<file path="config.mk">
export PLATFORM = sky130hd
export DESIGN_NAME = nand_mp_prog
export DESIGN_NICKNAME = d
export VERILOG_FILES = /design/src/rtl/nand_mp_pkg.sv /design/src/rtl/mp_count.sv /design/src/rtl/mp_plane_pick.sv /design/src/rtl/mp_addr_bytes.sv /design/src/rtl/nand_mp_prog.sv
export SDC_FILE = /design/constraint.sdc
export NUM_CORES = 1
export LEC_CHECK = 0
export CAP_MARGIN = 20
export CELL_PAD_IN_SITES_DETAIL_PLACEMENT = 2
export CELL_PAD_IN_SITES_GLOBAL_PLACEMENT = 2
export CORE_UTILIZATION = 35
export DETAILED_ROUTE_END_ITERATION = 10
export DONT_BUFFER_PORTS = 1
export GPL_TIMING_DRIVEN = 0
export PLACE_DENSITY = 0.73
export SYNTH_ARGS = -nofsm -noshare
export SYNTH_HDL_FRONTEND = slang
export SYNTH_SLANG_ARGS = --single-unit
</file>
<file path="constraint.sdc">
create_clock -name clk -period 4.1 [get_ports clk]
set_input_delay 0.205 -clock clk [delete_from_list [all_inputs] [get_ports clk]]
set_output_delay 0.205 -clock clk [all_outputs]
set_load 0.05 [all_outputs]
</file>
<file path="src/rtl/nand_mp_pkg.sv">
package nand_mp_pkg;

    typedef enum logic [3:0] {
        ST_IDLE,
        ST_LOAD_CMD,
        ST_ADDR,
        ST_DATA,
        ST_END_CMD,
        ST_WAIT_WB,
        ST_WAIT_RDY,
        ST_STAT_CMD,
        ST_STAT_READ,
        ST_DONE
    } mp_state_t;

    localparam logic [7:0] OP_LOAD  = 8'h80;
    localparam logic [7:0] OP_DUMMY = 8'h11;
    localparam logic [7:0] OP_PROG  = 8'h10;
    localparam logic [7:0] OP_MSTAT = 8'h71;

endpackage

</file>
<file path="src/rtl/mp_count.sv">
// Wrapping event counter; last is high on the final count of a window.
module mp_count #(
    parameter int LIMIT = 4
) (
    input  logic clk,
    input  logic rst_n,
    input  logic clr,
    input  logic inc,
    output logic last
);
    localparam int W = $clog2(LIMIT + 1);

    logic [W-1:0] cnt_q;

    assign last = (cnt_q == W'(LIMIT - 1));

    always_ff @(posedge clk or negedge rst_n) begin
        if (!rst_n) begin
            cnt_q <= '0;
        end else if (clr) begin
            cnt_q <= '0;
        end else if (inc) begin
            cnt_q <= last ? '0 : cnt_q + 1'b1;
        end
    end
endmodule

</file>
<file path="src/rtl/mp_plane_pick.sv">
// Finds the lowest plane still to be loaded and whether it is the final one.
module mp_plane_pick #(
    parameter int NPL   = 4,
    parameter int IDX_W = $clog2(NPL)
) (
    input  logic [NPL-1:0]   rem,
    output logic [IDX_W-1:0] idx,
    output logic             is_last
);
    always_comb begin
        idx = '0;
        for (int i = NPL - 1; i >= 0; i--) begin
            if (rem[i]) begin
                idx = IDX_W'(i);
            end
        end
    end

    assign is_last = ($countones(rem) == 1);
endmodule

</file>
<file path="src/rtl/mp_addr_bytes.sv">
// Builds the address cycle bytes: zero column bytes, then row bytes low first.
module mp_addr_bytes #(
    parameter int COL_CYC = 2,
    parameter int ROW_W   = 18,
    parameter int SEL_W   = 3
) (
    input  logic [ROW_W-1:0] row,
    input  logic [SEL_W-1:0] sel,
    output logic [7:0]       byte_o
);
    localparam int ROW_CYC = (ROW_W + 7) / 8;
    localparam int NB      = COL_CYC + ROW_CYC;

    logic [ROW_CYC*8-1:0] row_pad;
    logic [7:0]           bytes [NB];

    assign row_pad = (ROW_CYC * 8)'(row);

    for (genvar c = 0; c < COL_CYC; c++) begin : g_col
        assign bytes[c] = 8'h00;
    end

    for (genvar r = 0; r < ROW_CYC; r++) begin : g_row
        assign bytes[COL_CYC + r] = row_pad[r*8 +: 8];
    end

    assign byte_o = bytes[sel];
endmodule

</file>
<file path="src/rtl/nand_mp_prog.sv">
module nand_mp_prog
    import nand_mp_pkg::*;
#(
    parameter int NPL      = 4,
    parameter int PAGE_LEN = 528,
    parameter int COL_CYC  = 2,
    parameter int PAGE_W   = 5,
    parameter int BLKHI_W  = 11,
    parameter int WB_CYC   = 2
) (
    input  logic               clk,
    input  logic               rst_n,
    input  logic               start,
    input  logic [NPL-1:0]     plane_mask,
    input  logic [BLKHI_W-1:0] blk_hi,
    input  logic [PAGE_W-1:0]  page,
    input  logic [7:0]         din_data,
    input  logic               din_valid,
    output logic               din_ready,
    output logic [7:0]         nand_io,
    output logic               nand_cle,
    output logic               nand_ale,
    output logic               nand_we,
    output logic               nand_re,
    input  logic [NPL:0]       nand_status,
    input  logic               nand_rdy,
    output logic               busy,
    output logic               done,
    output logic [NPL-1:0]     fail_vec,
    output logic               any_fail
);
    localparam int IDX_W   = $clog2(NPL);
    localparam int ROW_W   = BLKHI_W + IDX_W + PAGE_W;
    localparam int ROW_CYC = (ROW_W + 7) / 8;
    localparam int NB      = COL_CYC + ROW_CYC;
    localparam int AIW     = $clog2(NB + 1);

    mp_state_t state_q, state_d;

    logic [NPL-1:0]     mask_q;
    logic [NPL-1:0]     rem_q;
    logic [BLKHI_W-1:0] blk_q;
    logic [PAGE_W-1:0]  page_q;
    logic               last_q;
    logic [AIW-1:0]     addr_idx_q;

    logic [IDX_W-1:0]   pick_idx;
    logic               pick_last;
    logic [7:0]         addr_byte;
    logic               addr_last;
    logic               data_last;
    logic               wb_last;
    logic               accept;

    // ---------------------------------------------------------------
    // Helpers
    // ---------------------------------------------------------------
    mp_plane_pick #(
        .NPL   (NPL),
        .IDX_W (IDX_W)
    ) i_pick (
        .rem     (rem_q),
        .idx     (pick_idx),
        .is_last (pick_last)
    );

    mp_addr_bytes #(
        .COL_CYC (COL_CYC),
        .ROW_W   (ROW_W),
        .SEL_W   (AIW)
    ) i_addr (
        .row    ({blk_q, pick_idx, page_q}),
        .sel    (addr_idx_q),
        .byte_o (addr_byte)
    );

    mp_count #(
        .LIMIT (PAGE_LEN)
    ) i_data_cnt (
        .clk   (clk),
        .rst_n (rst_n),
        .clr   (state_q != ST_DATA),
        .inc   (accept),
        .last  (data_last)
    );

    mp_count #(
        .LIMIT (WB_CYC)
    ) i_wb_cnt (
        .clk   (clk),
        .rst_n (rst_n),
        .clr   (state_q != ST_WAIT_WB),
        .inc   (state_q == ST_WAIT_WB),
        .last  (wb_last)
    );

    assign accept    = (state_q == ST_DATA) && din_valid;
    assign addr_last = (addr_idx_q == AIW'(NB - 1));

    // ---------------------------------------------------------------
    // State register
    // ---------------------------------------------------------------
    always_ff @(posedge clk or negedge rst_n) begin
        if (!rst_n) begin
            state_q <= ST_IDLE;
        end else begin
            state_q <= state_d;
        end
    end

    // ---------------------------------------------------------------
    // Next state
    // ---------------------------------------------------------------
    always_comb begin
        state_d = state_q;
        unique case (state_q)
            ST_IDLE: begin
                if (start) begin
                    state_d = (plane_mask == '0) ? ST_DONE : ST_LOAD_CMD;
                end
            end
            ST_LOAD_CMD:  state_d = ST_ADDR;
            ST_ADDR: begin
                if (addr_last) state_d = ST_DATA;
            end
            ST_DATA: begin
                if (accept && data_last) state_d = ST_END_CMD;
            end
            ST_END_CMD:   state_d = ST_WAIT_WB;
            ST_WAIT_WB: begin
                if (wb_last) state_d = ST_WAIT_RDY;
            end
            ST_WAIT_RDY: begin
                if (nand_rdy) state_d = last_q ? ST_STAT_CMD : ST_LOAD_CMD;
            end
            ST_STAT_CMD:  state_d = ST_STAT_READ;
            ST_STAT_READ: state_d = ST_DONE;
            ST_DONE:      state_d = ST_IDLE;
        endcase
    end

    // ---------------------------------------------------------------
    // Outputs
    // ---------------------------------------------------------------
    always_comb begin
        nand_io   = 8'h00;
        nand_cle  = 1'b0;
        nand_ale  = 1'b0;
        nand_we   = 1'b0;
        nand_re   = 1'b0;
        din_ready = 1'b0;
        unique case (state_q)
            ST_LOAD_CMD: begin
                nand_io  = OP_LOAD;
                nand_cle = 1'b1;
                nand_we  = 1'b1;
            end
            ST_ADDR: begin
                nand_io  = addr_byte;
                nand_ale = 1'b1;
                nand_we  = 1'b1;
            end
            ST_DATA: begin
                nand_io   = din_data;
                nand_we   = din_valid;
                din_ready = 1'b1;
            end
            ST_END_CMD: begin
                nand_io  = pick_last ? OP_PROG : OP_DUMMY;
                nand_cle = 1'b1;
                nand_we  = 1'b1;
            end
            ST_STAT_CMD: begin
                nand_io  = OP_MSTAT;
                nand_cle = 1'b1;
                nand_we  = 1'b1;
            end
            ST_STAT_READ: begin
                nand_re = 1'b1;
            end
            ST_IDLE, ST_WAIT_WB, ST_WAIT_RDY, ST_DONE: begin
            end
        endcase
    end

    assign busy = (state_q != ST_IDLE);
    assign done = (state_q == ST_DONE);

    // ---------------------------------------------------------------
    // Operation context and result registers
    // ---------------------------------------------------------------
    always_ff @(posedge clk or negedge rst_n) begin
        if (!rst_n) begin
            mask_q   <= '0;
            rem_q    <= '0;
            blk_q    <= '0;
            page_q   <= '0;
            last_q   <= 1'b0;
            fail_vec <= '0;
            any_fail <= 1'b0;
        end else begin
            if (state_q == ST_IDLE && start) begin
                mask_q   <= plane_mask;
                rem_q    <= plane_mask;
                blk_q    <= blk_hi;
                page_q   <= page;
                last_q   <= 1'b0;
                fail_vec <= '0;
                any_fail <= 1'b0;
            end
            if (state_q == ST_END_CMD) begin
                rem_q[pick_idx] <= 1'b0;
                last_q          <= pick_last;
            end
            if (state_q == ST_STAT_READ) begin
                fail_vec <= nand_status[NPL:1] & mask_q;
                any_fail <= nand_status[0];
            end
        end
    end

    always_ff @(posedge clk or negedge rst_n) begin
        if (!rst_n) begin
            addr_idx_q <= '0;
        end else if (state_q == ST_ADDR) begin
            addr_idx_q <= addr_last ? '0 : addr_idx_q + 1'b1;
        end else begin
            addr_idx_q <= '0;
        end
    end
endmodule

</file>
# [Yosys cells after proc, flatten, opt, wreduce, memory -nomap -nowiden]
# Cells that the tools add are included.
[totals] wordCells=97 reg_bits=49 romBits=0 output_inout_bits=20 mem_count=0 input_bits=38 mem_bits_rw=0 latchBits=0
[op_classes] n_shift=0 eq_ne=20 multipliers=0 n_addsub=6 mux=39 n_reduce_logical=14 bitwise_logic=4 div=0 n_lt_le_gt_ge=3
[op_table] cell="4-bit two-way mux" n=10
[op_table] cell="4-bit case mux with 10 select lines" n=1
[op_table] cell="8-bit case mux with 5 select lines" n=1
[op_table] cell="32-bit adder" n=1
[op_table] cell="32-bit by 2-bit equality test with 1-bit output, second input constant" n=1
[op_table] cell="10-bit two-way mux" n=3
[op_table] cell="8-bit binary-select mux with 3-bit select" n=1
[op_table] cell="4-bit by 3-bit equality test with 1-bit output, second input constant" n=4
[op_table] cell="8-bit two-way mux" n=2
[op_table] cell="2-bit two-way mux" n=7
[op_table] cell="10-bit by 1-bit adder with 10-bit output, second input constant" n=1
[op_table] cell="10-bit equality test, second input constant" n=1
[op_table] cell="1-bit two-way mux" n=9
[op_table] cell="3-bit two-way mux" n=3
[op_table] cell="4-bit AND" n=2
[op_table] cell="4-bit by 2-bit equality test with 1-bit output, second input constant" n=2
[op_table] cell="4-bit equality test, second input constant" n=2
[op_table] cell="4-bit zero test" n=2
[op_table] cell="2-bit != test, second input constant" n=4
[op_table] cell="2-bit nonzero test" n=4
[op_table] cell="5-bit AND reduction" n=1
[op_table] cell="1-bit by 1-bit adder with 2-bit output" n=2
[op_table] cell="4-bit by 1-bit equality test with 1-bit output, second input constant" n=1
[op_table] cell="4-bit greater-or-equal comparator, second input constant" n=1
[op_table] cell="17 further kinds" n=20

# [Longest topological paths before layout]
[depth] depth_word=11 depth_mapped=8 depth_no_buf=8

# [By module]
# A second synthesis with hierarchy kept.
[unflattened] hier_cells=326 area_unflattened_um2=2816.5
[modules_own_cells] mod="nand_mp_prog" cells_each=227 area_per_inst_um2=1904.3 seq_area_each_um2=925.9 instances=1
[modules_own_cells] mod="mp_count at i_data_cnt" cells_each=59 area_per_inst_um2=583.1 seq_area_each_um2=250.2 instances=1
[modules_own_cells] mod="mp_addr_bytes" cells_each=20 area_per_inst_um2=153.9 seq_area_each_um2=0.0 instances=1
[modules_own_cells] mod="mp_plane_pick" cells_each=13 area_per_inst_um2=95.1 seq_area_each_um2=0.0 instances=1
[modules_own_cells] mod="mp_count at i_wb_cnt" cells_each=7 area_per_inst_um2=80.1 seq_area_each_um2=50.0 instances=1

# [Worst setup path after synthesis]
# Ideal clock, no wire load.
[synth_timing] path_type="register -> output" startpoint="reg state_q[3]" endpoint="out nand_io[2]" required_ns=3.895 path_slack_ns=1.617 n_path_buf=0 path_stages_with_launch=5 t_arrival_ns=2.278 cell_sequence="dfrtp_1 nor2_1 nand3b_1 or2_2 o21ai_0"
[synth_via] elab_chain_len=2 elab_cells_between_ends=6 cone_classes="5 x eq/ne; 1 x mux"
[synth_lines] item="start: declaration" line_no="nand_mp_prog.sv:38" source="mp_state_t state_q, state_d;"
[synth_lines] item="start signal: assignment" line_no="nand_mp_prog.sv:107" source="state_q <= state_d;"
[synth_lines] item="4-bit by 3-bit equality test with 1-bit output (tied with other cells)" line_no="nand_mp_prog.sv:152" source="unique case (state_q)"
[synth_lines] item="8-bit case mux with 5 select lines (*)" line_no="nand_mp_prog.sv:152"
[synth_lines] item="end: declaration" line_no="nand_mp_prog.sv:20" source="output logic [7:0] nand_io,"
# Every way passes the cells marked *; elsewhere a longest branch is shown, timed or not.

# [Worst setup path in the final report]
[layout_timing] startpoint="reg state_q[3]" endpoint="out nand_io[4]"
# Same word-level chain as after synthesis.

==> flow_summary.yaml <==
route:
  drtAntennaViolNets: 0
  dr.pass1.iters: 4
  routedWlPerCell_um: 18.11
  vias: 2353
  via_per_inst: 5.422
  wl_mm: 7.861
  drcViolationCount: 0
  drtIter0Drc: 46
clock_network:
  cts_max_level: 2
  clock_latency_ns: 0.31
  clockBufferDepth: 2
  clock_sinks: 49
  cts_tree: "built"
  cts_root_buf: "clkbuf_8"
  clkTransAtPathRegs_ns: 0.10
  cts_buffers: 5
logic_synthesis:
  synth_edf_count: 0
  synth.area.mux_share: 0.03057
  synthXorXnorAreaFrac: 0.01317
  netlist_area_sq_um: 2660
  synth_ff_type: "dfrtp_1"
  yosys_warnings: 0
  yosys.area_share.simple: 0.2554
  async_flop_share: 1.000
  synth_top_area_share: 0.4610
  ys_seq_area_frac: 0.4610
  synth-adder-area-share: 0.04986
  ys_types: 47
  syn-instance-count: 310
  synth_area_leaders: "dfrtp_1 (46%), nand2_1 (13%), ha_1 (4.2%)"
  syn-num-nets: 358
  synth_top_area_cell: "dfrtp_1"
  synth_top_family_by_area: "simple AND/OR/NAND/NOR gates"
  synth-seq-cells: 49
  synth-compound-area-share: 0.1510
  avgSynthCellArea_sq_um: 8.581
setup_path:
  crit_end: "nand_io[4]"
  crit_required_ns: 3.89
  r2r-start: "state_q[2]"
  reg2reg_to: "any_fail"
  r2r_cells: 5
  critPathCaptureType: "output pin"
  setup.worst_path.start: "state_q[3]"
  setup.worst_path.start_class: "register"
  crit_arrival_ns: 2.72
  crit_type: "register to output pin"
  worst-r2r-setup-slack_ns: 1.91
  critPathMaxFanout: 6
grt:
  first_global_vias: 2503
  grt_first_pass_wirelength_mm: 12.68
  antenna_found_initial: 0
  overflow: 0
  grt.total_usage: 0.2160
  grt_max_degree: 50
timing:
  finalSetupTns_ns: 0
  finalCriticalPeriod_ns: 2.926
  worstMarginPinSlew_ns: 1.068
  hold_violations: 0
  setup_viol: 0
  fin_worst_skew_ns: 0.009106
  slew_viol_final: 0
  rsz0062_at_grt: "no"
  period_share: 0.7136
  fmax_mhz: 341.8
  maxSlewHeadroom: 0.2984
die:
  die_w_um: 89.18
  die_area_sq_um: 7953
  rows: 31
  die_h_um: 89.18
  ios: 58
  start_util: 0.3648
  core_sq_um: 7292
status:
  outcome: "complete, no violations"
placement:
  dpl.hpwl_mm: 5.761
  place.gp.congestion: 0.7645
  place_inst: 411
  io_buffers: 0
power_and_ir_drop:
  p_leak_nw: 1.423
  ir_worst_vdd_uv: 163.6
  p_per_area_nw_per_um2: 644.0
  p_total_mw: 1.968
final_layout:
  final_cell_mix: "nand2_1 (91), dfrtp_1 (49), o21ai_0 (17)"
  fin_cells: 434
  num-nets-final: 382
  syn_to_final_growth_pct: 14.86
  layout_commonest_cell: "nand2_1"
  n_antenna_cell: 0
  drive_gt1_frac: 0.06269
  final_core_util: 0.4190
hold_path:
  hp-class: "input port to register"
flow_run:
  cap_violations: 0
-- Yosys cell counts, drive strengths merged, types with 2 or more instances --
| master | count |
|---|---|
| clkbuf | 8 |
| o21ai | 21 |
| nand4 | 2 |
| ha | 9 |
| nor4 | 3 |
| dfrtp | 49 |
| a211oi | 2 |
| nand2b | 3 |
| mux2i | 7 |
| nand3 | 10 |
| and2 | 3 |
| a2bb2oi | 3 |
| nor2b | 5 |
| or3 | 2 |
| o22ai | 2 |
| o2bb2ai | 2 |
| a21o | 2 |
| a21oi | 10 |
| or2 | 3 |
| a31oi | 5 |
| nand3b | 2 |
| nor2 | 14 |
| a22o | 3 |
| nor3 | 5 |
| inv | 16 |
| xor2 | 4 |
| nand2 | 91 |
| o211ai | 4 |
| or4 | 2 |
| o31ai | 2 |
| buf | 3 |
| and3 | 2 |
-- how the worst min path moves through the flow --
stage	slack, ns	endpoint	start	cells past startpoint
floorplan	-0.09	addr_idx_q[0]	rst_n	0
global placement	-0.09	fail_vec[1]	rst_n	0
detailed placement	-0.09	fail_vec[1]	rst_n	0
CTS	0.003	blk_q[1]	blk_hi[1]	2
global route	0.004	blk_q[5]	blk_hi[5]	2
finish	0.009	blk_q[8]	blk_hi[8]	2
-- logic make-up (layout without fill, tap and decap cells) --
| group | after synthesis | count (layout) |
|---|---|---|
| simple gates | 150 | 150 |
| compound gates | 62 | 62 |
| flops | 49 | 49 |
| buf+inv | 27 | 52 |
| fa+ha+maj | 10 | 10 |
| mux | 8 | 8 |
| xor+xnor | 4 | 4 |
-- repair_timing --
item	4_1_cts	5_1_grt
gates resized for setup	0	0
hold buffers	14	0
buffers inserted	0	0
endpoints found under the hold margin	61	0
-- routing by layer --
metal	track usage	routed length (um)	vias to the layer above
li1	-	-	1107
met4	0.04329	45	0
met2	0.4074	4258	39
met3	0.04247	195	5
met1	0.2536	3361	1202
met5	0	0	-
-- per-stage QoR --
stage | area (sq um) | worst slack [ns] | hold WS [ns]
6_report | 3055 | 1.174 | 0.009062
5_1_grt | 3055 | 1.013 | 0.004301
4_1_cts | 3048 | 1.098 | 0.003255
3_5_place_dp | 2799 | 1.468 | -0.08916
3_3_place_gp | 2784 | 1.188 | -0.08939
2_1_floorplan | 2660 | 1.617 | -0.09059
-- state kept, by name (all words and copies together) (netlist names) --
| name | cells |
|---|---|
| rem_q | 4 |
| addr_idx_q | 3 |
| blk_q | 11 |
| i_wb_cnt.cnt_q | 2 |
| mask_q | 4 |
| state_q | 4 |
| page_q | 5 |
| last_q | 1 |
| fail_vec | 4 |
| i_data_cnt.cnt_q | 10 |
| any_fail | 1 |
-- final cells by class --
class                      instances  area [sq um]
clock inverter                     3         22.52
inverter                          16         60.06
clock buffer                       5         68.82
tap                               99         123.9
sequential                        49          1226
multi-input combinational        234          1330
timing repair buffer              17         180.2
buffer                            11         43.79
fill                             868          4237
-- worst max-delay path, cell delays in order, from the launching register on --
cell and delay [ns]:
dfrtp_1 0.46, nor2_1 0.36, nand3b_1 0.27, or2_2 0.46, o22ai_1 0.85
-- where the power goes --
group / leakage [nW] / total [mW] / internal [mW] / switching [mW]
registers: 0.642 / 0.746 / 0.620 / 0.126
clock network: 0.0481 / 0.296 / 0.121 / 0.175
logic: 0.734 / 0.925 / 0.285 / 0.640
total: 1.42 / 1.97 / 1.03 / 0.942
Power figures use the tool's default switching activity.
